==> config.mk <==
export PLATFORM = sky130hd
export DESIGN_NAME = str_elem_stepper
export DESIGN_NICKNAME = d
export VERILOG_FILES = /design/src/rtl/str_step_pkg.sv /design/src/rtl/str_phys_addr.sv /design/src/rtl/str_ptr_step.sv /design/src/rtl/str_sub_flags.sv /design/src/rtl/str_elem_stepper.sv
export SDC_FILE = /design/constraint.sdc
export NUM_CORES = 1
export LEC_CHECK = 0
export BUFFER_PORTS_ARGS = -buffer_cell sky130_fd_sc_hd__buf_2
export CORE_ASPECT_RATIO = 0.5
export CORE_MARGIN = 5
export CORE_UTILIZATION = 44
export DETAILED_ROUTE_END_ITERATION = 10
export GPL_TIMING_DRIVEN = 0
export PLACE_DENSITY_LB_ADDON = 0.15
export SETUP_SLACK_MARGIN = 0.1
export SLEW_MARGIN = 25
export SYNTH_ARGS = -nofsm -noshare
export SYNTH_HDL_FRONTEND = slang
export SYNTH_SLANG_ARGS = --single-unit
==> constraint.sdc <==
create_clock -name clk -period 4.4 [get_ports clk]
set_clock_uncertainty 0.05 [all_clocks]
set_input_delay 0.88 -clock clk [delete_from_list [all_inputs] [get_ports clk]]
set_output_delay 0.88 -clock clk [all_outputs]
set_load 0.01 [all_outputs]
==> src/rtl/str_step_pkg.sv <==
package str_step_pkg;
  typedef enum logic [1:0] {
    OP_LOAD = 2'd0,
    OP_SCAN = 2'd1,
    OP_CMP  = 2'd2,
    OP_ALT  = 2'd3
  } str_op_e;

  typedef enum logic [1:0] {
    ST_IDLE = 2'd0,
    ST_REQ  = 2'd1,
    ST_WAIT = 2'd2,
    ST_DONE = 2'd3
  } str_state_e;

  typedef struct packed {
    logic of;
    logic sf;
    logic zf;
    logic af;
    logic pf;
    logic cf;
  } sub_flags_t;
endpackage

==> src/rtl/str_phys_addr.sv <==
module str_phys_addr #(
  parameter int SEG_W  = 16,
  parameter int OFF_W  = 16,
  parameter int SHIFT  = 4,
  parameter int ADDR_W = 20
) (
  input  logic [SEG_W-1:0]  seg,
  input  logic [OFF_W-1:0]  off,
  output logic [ADDR_W-1:0] addr
);
  localparam int SUM_W = SEG_W + SHIFT + 1;
  logic [SUM_W-1:0] sum;
  always_comb begin
    sum  = {1'b0, seg, {SHIFT{1'b0}}} + SUM_W'(off);
    addr = sum[ADDR_W-1:0];
  end
endmodule

==> src/rtl/str_ptr_step.sv <==
module str_ptr_step #(
  parameter int W = 16
) (
  input  logic [W-1:0] ptr_i,
  input  logic         word,
  input  logic         down,
  output logic [W-1:0] ptr_o
);
  logic [W-1:0] step;
  always_comb begin
    step  = word ? W'(2) : W'(1);
    ptr_o = down ? (ptr_i - step) : (ptr_i + step);
  end
endmodule

==> src/rtl/str_sub_flags.sv <==
module str_sub_flags
  import str_step_pkg::*;
#(
  parameter int W = 8
) (
  input  logic [W-1:0] a,
  input  logic [W-1:0] b,
  output sub_flags_t   f
);
  logic [W:0]   diff;
  logic [W-1:0] r;
  always_comb begin
    diff = {1'b0, a} - {1'b0, b};
    r    = diff[W-1:0];
    f.cf = diff[W];
    f.zf = (r == '0);
    f.sf = r[W-1];
    f.of = (a[W-1] ^ b[W-1]) & (a[W-1] ^ r[W-1]);
    f.af = (a[3:0] < b[3:0]);
    f.pf = ~^r[7:0];
  end

  // Equal operands give no borrow, no sign and no overflow
  always_comb begin
    if (f.zf) begin
      assert_zero_no_borrow_R8: assert (!f.cf && !f.sf && !f.of && !f.af);
    end
  end
endmodule

==> src/rtl/str_elem_stepper.sv <==
module str_elem_stepper
  import str_step_pkg::*;
#(
  parameter int REG_W  = 16,
  parameter int ADDR_W = 20,
  parameter int SHIFT  = 4
) (
  input  logic              clk,
  input  logic              rst_n,
  input  logic              cmd_valid,
  output logic              cmd_ready,
  input  logic [1:0]        cmd_op,
  input  logic              cmd_word,
  input  logic              cmd_dir,
  input  logic              cmd_ovr_en,
  input  logic [REG_W-1:0]  cmd_ovr_seg,
  input  logic [REG_W-1:0]  cmd_ds,
  input  logic [REG_W-1:0]  cmd_es,
  input  logic [REG_W-1:0]  cmd_si,
  input  logic [REG_W-1:0]  cmd_di,
  input  logic [REG_W-1:0]  cmd_ax,
  output logic              mem_req_valid,
  input  logic              mem_req_ready,
  output logic [ADDR_W-1:0] mem_req_addr,
  output logic              mem_req_word,
  input  logic              mem_rsp_valid,
  input  logic [REG_W-1:0]  mem_rsp_data,
  output logic              res_valid,
  input  logic              res_ready,
  output logic [REG_W-1:0]  res_ax,
  output logic [REG_W-1:0]  res_si,
  output logic [REG_W-1:0]  res_di,
  output logic [5:0]        res_flags,
  output logic              res_flags_upd
);
  localparam int BYTE_W = 8;

  str_state_e       state_q;
  str_op_e          op_q;
  logic             phase_q, word_q, dir_q, ovr_en_q;
  logic [REG_W-1:0] ovr_q, ds_q, es_q, si_q, di_q, ax_q, d0_q, d1_q;

  logic             is_load, use_dst, moves_si, moves_di;
  logic [REG_W-1:0] seg_sel, off_sel, si_next, di_next, opa, opb;
  sub_flags_t       flg [2];

  always_comb begin
    is_load  = (op_q == OP_LOAD) || (op_q == OP_ALT);
    use_dst  = (op_q == OP_SCAN) || phase_q;
    moves_si = is_load || (op_q == OP_CMP);
    moves_di = (op_q == OP_SCAN) || (op_q == OP_CMP);
    seg_sel  = use_dst ? es_q : (ovr_en_q ? ovr_q : ds_q);
    off_sel  = use_dst ? di_q : si_q;
    opa      = (op_q == OP_CMP) ? d0_q : ax_q;
    opb      = (op_q == OP_CMP) ? d1_q : d0_q;
  end

  str_phys_addr #(.SEG_W(REG_W), .OFF_W(REG_W), .SHIFT(SHIFT), .ADDR_W(ADDR_W))
    u_addr (.seg(seg_sel), .off(off_sel), .addr(mem_req_addr));

  str_ptr_step #(.W(REG_W)) u_si_step (.ptr_i(si_q), .word(word_q), .down(dir_q), .ptr_o(si_next));
  str_ptr_step #(.W(REG_W)) u_di_step (.ptr_i(di_q), .word(word_q), .down(dir_q), .ptr_o(di_next));

  // One flag unit per element width: index 0 bytes, index 1 words
  for (genvar g = 0; g < 2; g++) begin : g_flags
    localparam int FW = (g == 0) ? BYTE_W : REG_W;
    str_sub_flags #(.W(FW)) u_flags (.a(opa[FW-1:0]), .b(opb[FW-1:0]), .f(flg[g]));
  end

  always_ff @(posedge clk or negedge rst_n) begin
    if (!rst_n) begin
      state_q  <= ST_IDLE;
      op_q     <= OP_LOAD;
      phase_q  <= 1'b0;
      word_q   <= 1'b0;
      dir_q    <= 1'b0;
      ovr_en_q <= 1'b0;
      ovr_q    <= '0;
      ds_q     <= '0;
      es_q     <= '0;
      si_q     <= '0;
      di_q     <= '0;
      ax_q     <= '0;
      d0_q     <= '0;
      d1_q     <= '0;
    end else begin
      unique case (state_q)
        ST_IDLE: if (cmd_valid) begin
          op_q     <= str_op_e'(cmd_op);
          word_q   <= cmd_word;
          dir_q    <= cmd_dir;
          ovr_en_q <= cmd_ovr_en;
          ovr_q    <= cmd_ovr_seg;
          ds_q     <= cmd_ds;
          es_q     <= cmd_es;
          si_q     <= cmd_si;
          di_q     <= cmd_di;
          ax_q     <= cmd_ax;
          phase_q  <= 1'b0;
          state_q  <= ST_REQ;
        end
        ST_REQ: if (mem_req_ready) state_q <= ST_WAIT;
        ST_WAIT: if (mem_rsp_valid) begin
          if (!phase_q) d0_q <= mem_rsp_data;
          else          d1_q <= mem_rsp_data;
          if (op_q == OP_CMP && !phase_q) begin
            phase_q <= 1'b1;
            state_q <= ST_REQ;
          end else begin
            state_q <= ST_DONE;
          end
        end
        ST_DONE: if (res_ready) state_q <= ST_IDLE;
        default: state_q <= ST_IDLE;
      endcase
    end
  end

  always_comb begin
    cmd_ready     = (state_q == ST_IDLE);
    mem_req_valid = (state_q == ST_REQ);
    mem_req_word  = word_q;
    res_valid     = (state_q == ST_DONE);
    res_flags_upd = !is_load;
    res_ax        = !is_load ? ax_q : (word_q ? d0_q : {ax_q[REG_W-1:BYTE_W], d0_q[BYTE_W-1:0]});
    res_si        = moves_si ? si_next : si_q;
    res_di        = moves_di ? di_next : di_q;
    res_flags     = is_load ? 6'd0 : (word_q ? flg[1] : flg[0]);
  end

  assert_idle_exclusive_R1: assert property (@(posedge clk) disable iff (!rst_n)
    cmd_ready |-> !mem_req_valid && !res_valid);

  assert_req_hold_R9: assert property (@(posedge clk) disable iff (!rst_n)
    mem_req_valid && !mem_req_ready |=> mem_req_valid && $stable(mem_req_addr) && $stable(mem_req_word));

  assert_res_hold_R9: assert property (@(posedge clk) disable iff (!rst_n)
    res_valid && !res_ready |=> res_valid && $stable(res_ax) && $stable(res_si)
                                && $stable(res_di) && $stable(res_flags));

  assert_done_after_rsp_R9: assert property (@(posedge clk) disable iff (!rst_n)
    $rose(res_valid) |-> $past(mem_rsp_valid));

  assert_load_keeps_di_R7: assert property (@(posedge clk) disable iff (!rst_n)
    res_valid && is_load |-> res_di == di_q && !res_flags_upd);

  assert_scan_keeps_si_R7: assert property (@(posedge clk) disable iff (!rst_n)
    res_valid && op_q == OP_SCAN |-> res_si == si_q && res_ax == ax_q);
endmodule

==> results.toml, run 1 <==
[synth]
ys.flop_type = "sky130_fd_sc_hd__dfrtp_1"
post_synth_inst_count = 895
synth_warnings = 0
postSynth.asyncResetShare = 1.00
synth.top_cell.area_share = 0.363
syn_area_um2 = 9370
syn-mean-instance-area_um2 = 10.5
ys_seq_area_frac = 0.363
ys_seq_elements = 136
synth.lib_cells_used.distinct = 62
synth-edff-count = 0
synth_area_leader_cell = "sky130_fd_sc_hd__dfrtp_1"
ys_top_cells_by_area = "sky130_fd_sc_hd__dfrtp_1, sky130_fd_sc_hd__mux2_2, sky130_fd_sc_hd__ha_1"
synthesis.nets = 1087

[setup_path]
start_kind = "flip-flop"
regToRegStartpoint = "state_q[1]"
critPathRequiredTime_ps = 3470
critical_path.endpoint_type = "primary output"
worstPathMaxFanout = 5
worst_case_register_to_register_setup_slack_ps = 1410
reg2reg_to = "ds_q[0]"
timing.reg2reg.worst_path_depth = 7
critical_path_class = "flip-flop to primary output"
timing.critical_path.from = "op_q[0]"
critPathArrivalTime_ps = 4000
worst_setup_path_endpoint = "res_flags[3]"

[cells_and_area]
layout.nets = 1366
n_antenna_cell = 0
drive_gt1_frac = 0.487
mostFrequentLayoutCells = "sky130_fd_sc_hd__buf_2, sky130_fd_sc_hd__mux2_2, sky130_fd_sc_hd__dfrtp_1"
seqCellArea_um2 = 3410
area_delta_synth_final_pct = 35.2
final.fill_count = 1780
multi_input_area_um2 = 6420
layout.cells.most_common = "sky130_fd_sc_hd__buf_2"

[cts]
clk_latency_ps = 430
tritoncts = "done"
clk_path_buf_depth = 2
cts_buffers = 17
numClockSinks = 136
clock_edge_transition_at_the_registers_on_the_reported_setup_and_hold_paths_ps = 60
htreeDepth = 4
root_buffer = "sky130_fd_sc_hd__clkbuf_16"

[sta]
max_slew.worst_pin.slew_ps = 784
fraction_of_the_cycle_the_final_worst_path_needs = 1.12
final.setup.tns_ps = -5090
setup_slack_ps = -531
hold_violations = 0
layout_min_cycle_time_ps = 4930
timing.fmax_mhz = 203
maxSlewHeadroom = 0.477
report.final.setup_viol = 15
rsz0062_at_grt = "yes"
timing_max_transition_violations_final = 0

[detailed_routing]
drt_pass1_iterations = 5
via_count = 7918
post-route-drc-count = 0
drt.antenna.violating_nets = 0
wl_per_cell_um = 18.8
detail_route.iter0.violations = 340
postRouteWirelength_mm = 27.4
drt-vias-per-instance = 5.43

[floorplan]
dieHeight_um = 113
design.portCount = 202
die-area_um2 = 24500
placementRows = 37
core-area_um2 = 20700
fp.dieW_um = 216
initial_core_util = 0.452

[grt]
grt_use_total = 0.221
grt_pass1_vias = 7931
grt_start_max_net_pins = 89
grt_antenna_before_repair = 2
overflow = 0
grt_pass1_wl_mm = 42.8

[min_path]
hold_path_class = "primary input to asynchronous set/reset pin"

[place]
finalWeightedCongestion = 0.849
io_buffers = 201
hpwl_mm = 19.8

[status]
outcome = "finished, violations left"
failing_checks = "negative setup slack"

[flow_run]
cap_viol_max_count = 0
==> layer usage <==
metal  global-route usage  vias up  routed length, um
met5                    0        -                 27
met4               0.0533        4                337
met3               0.0543       30               1270
met2                0.372      157              13600
met1                0.291     3889              12200
li1                     -     3838                  -
==> worst max-delay path: stages, from the launching register on <==
cell                        delay, ps
sky130_fd_sc_hd__dfrtp_1          400
sky130_fd_sc_hd__inv_2             80
sky130_fd_sc_hd__ha_4             130
sky130_fd_sc_hd__buf_8            120
sky130_fd_sc_hd__buf_12           110
sky130_fd_sc_hd__mux2i_4          210
sky130_fd_sc_hd__ha_2             190
sky130_fd_sc_hd__inv_2             40
sky130_fd_sc_hd__fa_2             410
sky130_fd_sc_hd__a211oi_2         270
sky130_fd_sc_hd__o21bai_1          90
sky130_fd_sc_hd__a21oi_1          170
sky130_fd_sc_hd__xor2_1           210
sky130_fd_sc_hd__ha_2             230
sky130_fd_sc_hd__nand3_4           70
sky130_fd_sc_hd__a21oi_2          110
sky130_fd_sc_hd__o211ai_1         100
sky130_fd_sc_hd__nor3_1           150
sky130_fd_sc_hd__o2111ai_1        160
sky130_fd_sc_hd__o22ai_2          130
sky130_fd_sc_hd__buf_2            160
==> through the flow <==
| stage | utilization | hold WS [ps] | cell area, um^2 | setup WS, ps | cells |
|---|---|---|---|---|---|
| 2_1_floorplan | - | 424 | 9430 | 70.5 | 895 |
| 3_3_place_gp | 0.520 | 435 | 10800 | -654 | 1369 |
| 3_5_place_dp | 0.522 | 443 | 10800 | -704 | 1370 |
| 4_1_cts | 0.589 | 291 | 12200 | -574 | 1435 |
| 5_1_grt | 0.611 | 300 | 12700 | -774 | 1459 |
| 6_report | 0.611 | 296 | 12700 | -531 | 1459 |
==> area by class of cell <==
cell class                      instances  area share
Multi-Input combinational cell        699       0.507
Sequential cell                       136       0.269
Timing Repair Buffer                  261       0.121
Clock buffer                           22      0.0359
Tap cell                              273      0.0270
Buffer                                 38      0.0239
Clock inverter                          9     0.00988
Inverter                               21     0.00662
==> Yosys cell counts (5+ instances only) <==
| cell | number |
|---|---|
| sky130_fd_sc_hd__nor3_1 | 12 |
| sky130_fd_sc_hd__ha_1 | 65 |
| sky130_fd_sc_hd__nor2b_1 | 7 |
| sky130_fd_sc_hd__o211ai_1 | 8 |
| sky130_fd_sc_hd__nand3_1 | 8 |
| sky130_fd_sc_hd__nand2_1 | 59 |
| sky130_fd_sc_hd__o31ai_1 | 5 |
| sky130_fd_sc_hd__xnor2_1 | 23 |
| sky130_fd_sc_hd__o21ai_0 | 57 |
| sky130_fd_sc_hd__and3_1 | 6 |
| sky130_fd_sc_hd__mux2i_1 | 36 |
| sky130_fd_sc_hd__buf_1 | 6 |
| sky130_fd_sc_hd__o31a_1 | 5 |
| sky130_fd_sc_hd__clkbuf_1 | 31 |
| sky130_fd_sc_hd__nand2b_1 | 12 |
| sky130_fd_sc_hd__xor2_1 | 20 |
| sky130_fd_sc_hd__a21o_1 | 21 |
| sky130_fd_sc_hd__dfrtp_1 | 136 |
| sky130_fd_sc_hd__o21a_1 | 14 |
| sky130_fd_sc_hd__nor2_1 | 49 |
| sky130_fd_sc_hd__mux2_2 | 177 |
| sky130_fd_sc_hd__inv_1 | 20 |
| sky130_fd_sc_hd__a21oi_1 | 49 |
| sky130_fd_sc_hd__and2_1 | 6 |
| sky130_fd_sc_hd__a31oi_1 | 6 |
==> what timing repair did <==
| item | 4_1_cts | 5_1_grt |
|---|---|---|
| resized for setup | 116 | 61 |
| pin swaps | 40 | 54 |
| hold buffers | 0 | 0 |
| setup buffers | 35 | 25 |
| endpoints found under the setup margin | 45 | 29 |
==> sequential cells by signal, summed over array words and instances (netlist names), 2 cells and up <==
register	flops
op_q	2
ax_q	16
di_q	16
ds_q	16
d1_q	16
es_q	16
ovr_q	16
d0_q	16
si_q	16
state_q	2
==> worst min path at each step <==
| stage | from | endpoint | slack [ps] | cells after the start |
|---|---|---|---|---|
| 3_5_place_dp | d1_q[13] | d1_q[13] | 440 | 1 |
| 3_3_place_gp | d1_q[0] | d1_q[0] | 440 | 1 |
| 5_1_grt | rst_n | ax_q[13] | 300 | 1 |
| 2_1_floorplan | d1_q[0] | d1_q[0] | 420 | 1 |
| 4_1_cts | rst_n | ax_q[13] | 290 | 1 |
| 6_report | rst_n | ax_q[13] | 300 | 1 |
==> cell families after synthesis <==
logic type	synth area share
mux	0.251
xor+xnor	0.0402
fa+ha+maj	0.0954
compound gates	0.138
simple gates	0.0873
buf+inv	0.0243
flops	0.363
Power of run 1 is not shown: default switching activity piles up to over one toggle a cycle in this logic, so the estimate is an artifact.
==> run 2, diff against run 1 <==
--- a/config.mk
+++ b/config.mk
@@ -12,7 +12,6 @@
 export DETAILED_ROUTE_END_ITERATION = 10
 export GPL_TIMING_DRIVEN = 0
 export PLACE_DENSITY_LB_ADDON = 0.15
-export SETUP_SLACK_MARGIN = 0.1
 export SLEW_MARGIN = 25
 export SYNTH_ARGS = -nofsm -noshare
 export SYNTH_HDL_FRONTEND = slang
==> results.toml, run 2 (same netlist as run 1, synthesis figures left out) <==
[status]
outcome = "finished, violations left"
failing_checks = "negative setup slack"

[detailed_routing]
postRouteWirelength_mm = 27.8
met2RoutedLength_mm = 13.6
dr.max_layer_used = "met5"
detail_route.iter0.violations = 453
via_count = 7971
drt-vias-per-instance = 5.50
wl_per_cell_um = 19.2
route.layer.met1.wl_mm = 12.5
drt.antenna.violating_nets = 0
drt_pass1_iterations = 5
dr_wl_met3_mm = 1.25
post-route-drc-count = 0

[setup_path]
critical_path_class = "flip-flop to primary output"
worst_setup_path_endpoint = "res_flags[3]"
critPathSlowestCell = "sky130_fd_sc_hd__dfrtp_1"
regToRegStartpoint = "state_q[1]"
timing.reg2reg.worst_path_depth = 7
critical-path-top-delay-family = "simple AND/OR/NAND/NOR gates"
critical_path.endpoint_type = "primary output"
critical_path.most_common_cell = "sky130_fd_sc_hd__ha_4"
critPathRequiredTime_ps = 3470
reg2reg_to = "ds_q[8]"
path_depth = 18
crit_path_max_incr_delay_ps = 410
cp_cell_sequence = "ha_4 -> buf_8 -> buf_4 -> buf_12 -> mux2_4 -> ha_4 -> or3_4 -> or2_4 -> o221ai_4 -> xor2_2 -> ha_2 -> nand3_4 -> a21oi_2 -> o211ai_1 -> nor3_1 -> o2111ai_1 -> o22ai_2 -> buf_2"
critPathArrivalTime_ps = 4070
worstPathMaxFanout = 5
worst_case_register_to_register_setup_slack_ps = 1300
start_kind = "flip-flop"
timing.critical_path.from = "op_q[1]"
cp_num_buf_inv = 4

[cells_and_area]
drive_gt1_frac = 0.483
mostFrequentLayoutCells = "sky130_fd_sc_hd__buf_2, sky130_fd_sc_hd__mux2_2, sky130_fd_sc_hd__dfrtp_1"
area_delta_synth_final_pct = 33.9
final.fill_count = 1799
layout.nets = 1355
seqCellArea_um2 = 3410
multi_input_area_um2 = 6420
layout.cells.most_common = "sky130_fd_sc_hd__buf_2"

[sta]
setup_slack_ps = -595
timing_max_transition_violations_final = 0
hold_violations = 0
maxSlewHeadroom = 0.447
layout_min_cycle_time_ps = 5000
fraction_of_the_cycle_the_final_worst_path_needs = 1.14
timing.fmax_mhz = 200
worst_hold_slack_ps = 383
report.final.setup_viol = 13
rsz0062_at_grt = "yes"
max_slew.worst_pin.slew_ps = 830

[grt]
grt_antenna_before_repair = 2
grt_pass1_wl_mm = 44.0
grt_start_max_net_pins = 77
overflow = 0
grt_pass1_vias = 8309
grt_use_total = 0.228

[place]
io_buffers = 201
hpwl_mm = 20.2
finalWeightedCongestion = 0.898

[cts]
tritoncts = "done"
clock_edge_transition_at_the_registers_on_the_reported_setup_and_hold_paths_ps = 60
clk_path_buf_depth = 2
clk_latency_ps = 440
cts_buffers = 17
htreeDepth = 4
numClockSinks = 136
root_buffer = "sky130_fd_sc_hd__clkbuf_16"

[floorplan]
die-area_um2 = 24500
dieHeight_um = 113
core-area_um2 = 20700
fp.dieW_um = 216
design.portCount = 202
placementRows = 37
initial_core_util = 0.452

[min_path]
hold_path_class = "primary input to asynchronous set/reset pin"

[flow_run]
cap_viol_max_count = 0
run 2: routing by layer:
| layer | track usage | vias up |
|---|---|---|
| met5 | 0 | - |
| met4 | 0.0627 | 2 |
| met3 | 0.0487 | 35 |
| met2 | 0.390 | 174 |
| met1 | 0.295 | 3937 |
| li1 | - | 3823 |
run 2: worst min path at each step:
stage | startpoint | end | slack (ps) | cells past startpoint
3_5_place_dp | es_q[12] | es_q[12] | 440 | 1
4_1_cts | rst_n | d1_q[10] | 390 | 1
6_report | rst_n | d1_q[10] | 380 | 1
5_1_grt | rst_n | d1_q[10] | 410 | 1
3_3_place_gp | d1_q[0] | d1_q[0] | 430 | 1
2_1_floorplan | d1_q[0] | d1_q[0] | 420 | 1
run 2: area by class of cell:
type                            instances  share of cell area
Antenna cell                            1            0.000199
Buffer                                 35              0.0204
Clock buffer                           25              0.0403
Clock inverter                          7             0.00339
Inverter                               21             0.00668
Multi-Input combinational cell        699               0.512
Sequential cell                       136               0.272
Tap cell                              273              0.0272
Timing Repair Buffer                  253               0.118
run 2: per-stage QoR:
stage,util,cells,setup TNS (ps),area (um^2),setup WS (ps)
floorplan,-,895,-27.3,9410,-27.3
global placement,0.519,1369,-9500,10800,-653
detailed placement,0.521,1370,-11330,10800,-732
CTS,0.592,1437,-4220,12300,-613
global route,0.605,1450,-6350,12500,-835
finish,0.605,1450,-3800,12500,-595
run 2: what timing repair did:
| item | in CTS | in global routing |
|---|---|---|
| gates resized for setup | 140 | 45 |
| hold buffers | 0 | 0 |
| pin swaps | 43 | 50 |
| buffers inserted | 38 | 14 |
| gates cloned | 0 | 0 |
| endpoints found under the setup margin | 44 | 27 |
Power of run 2 is left out for the same reason.
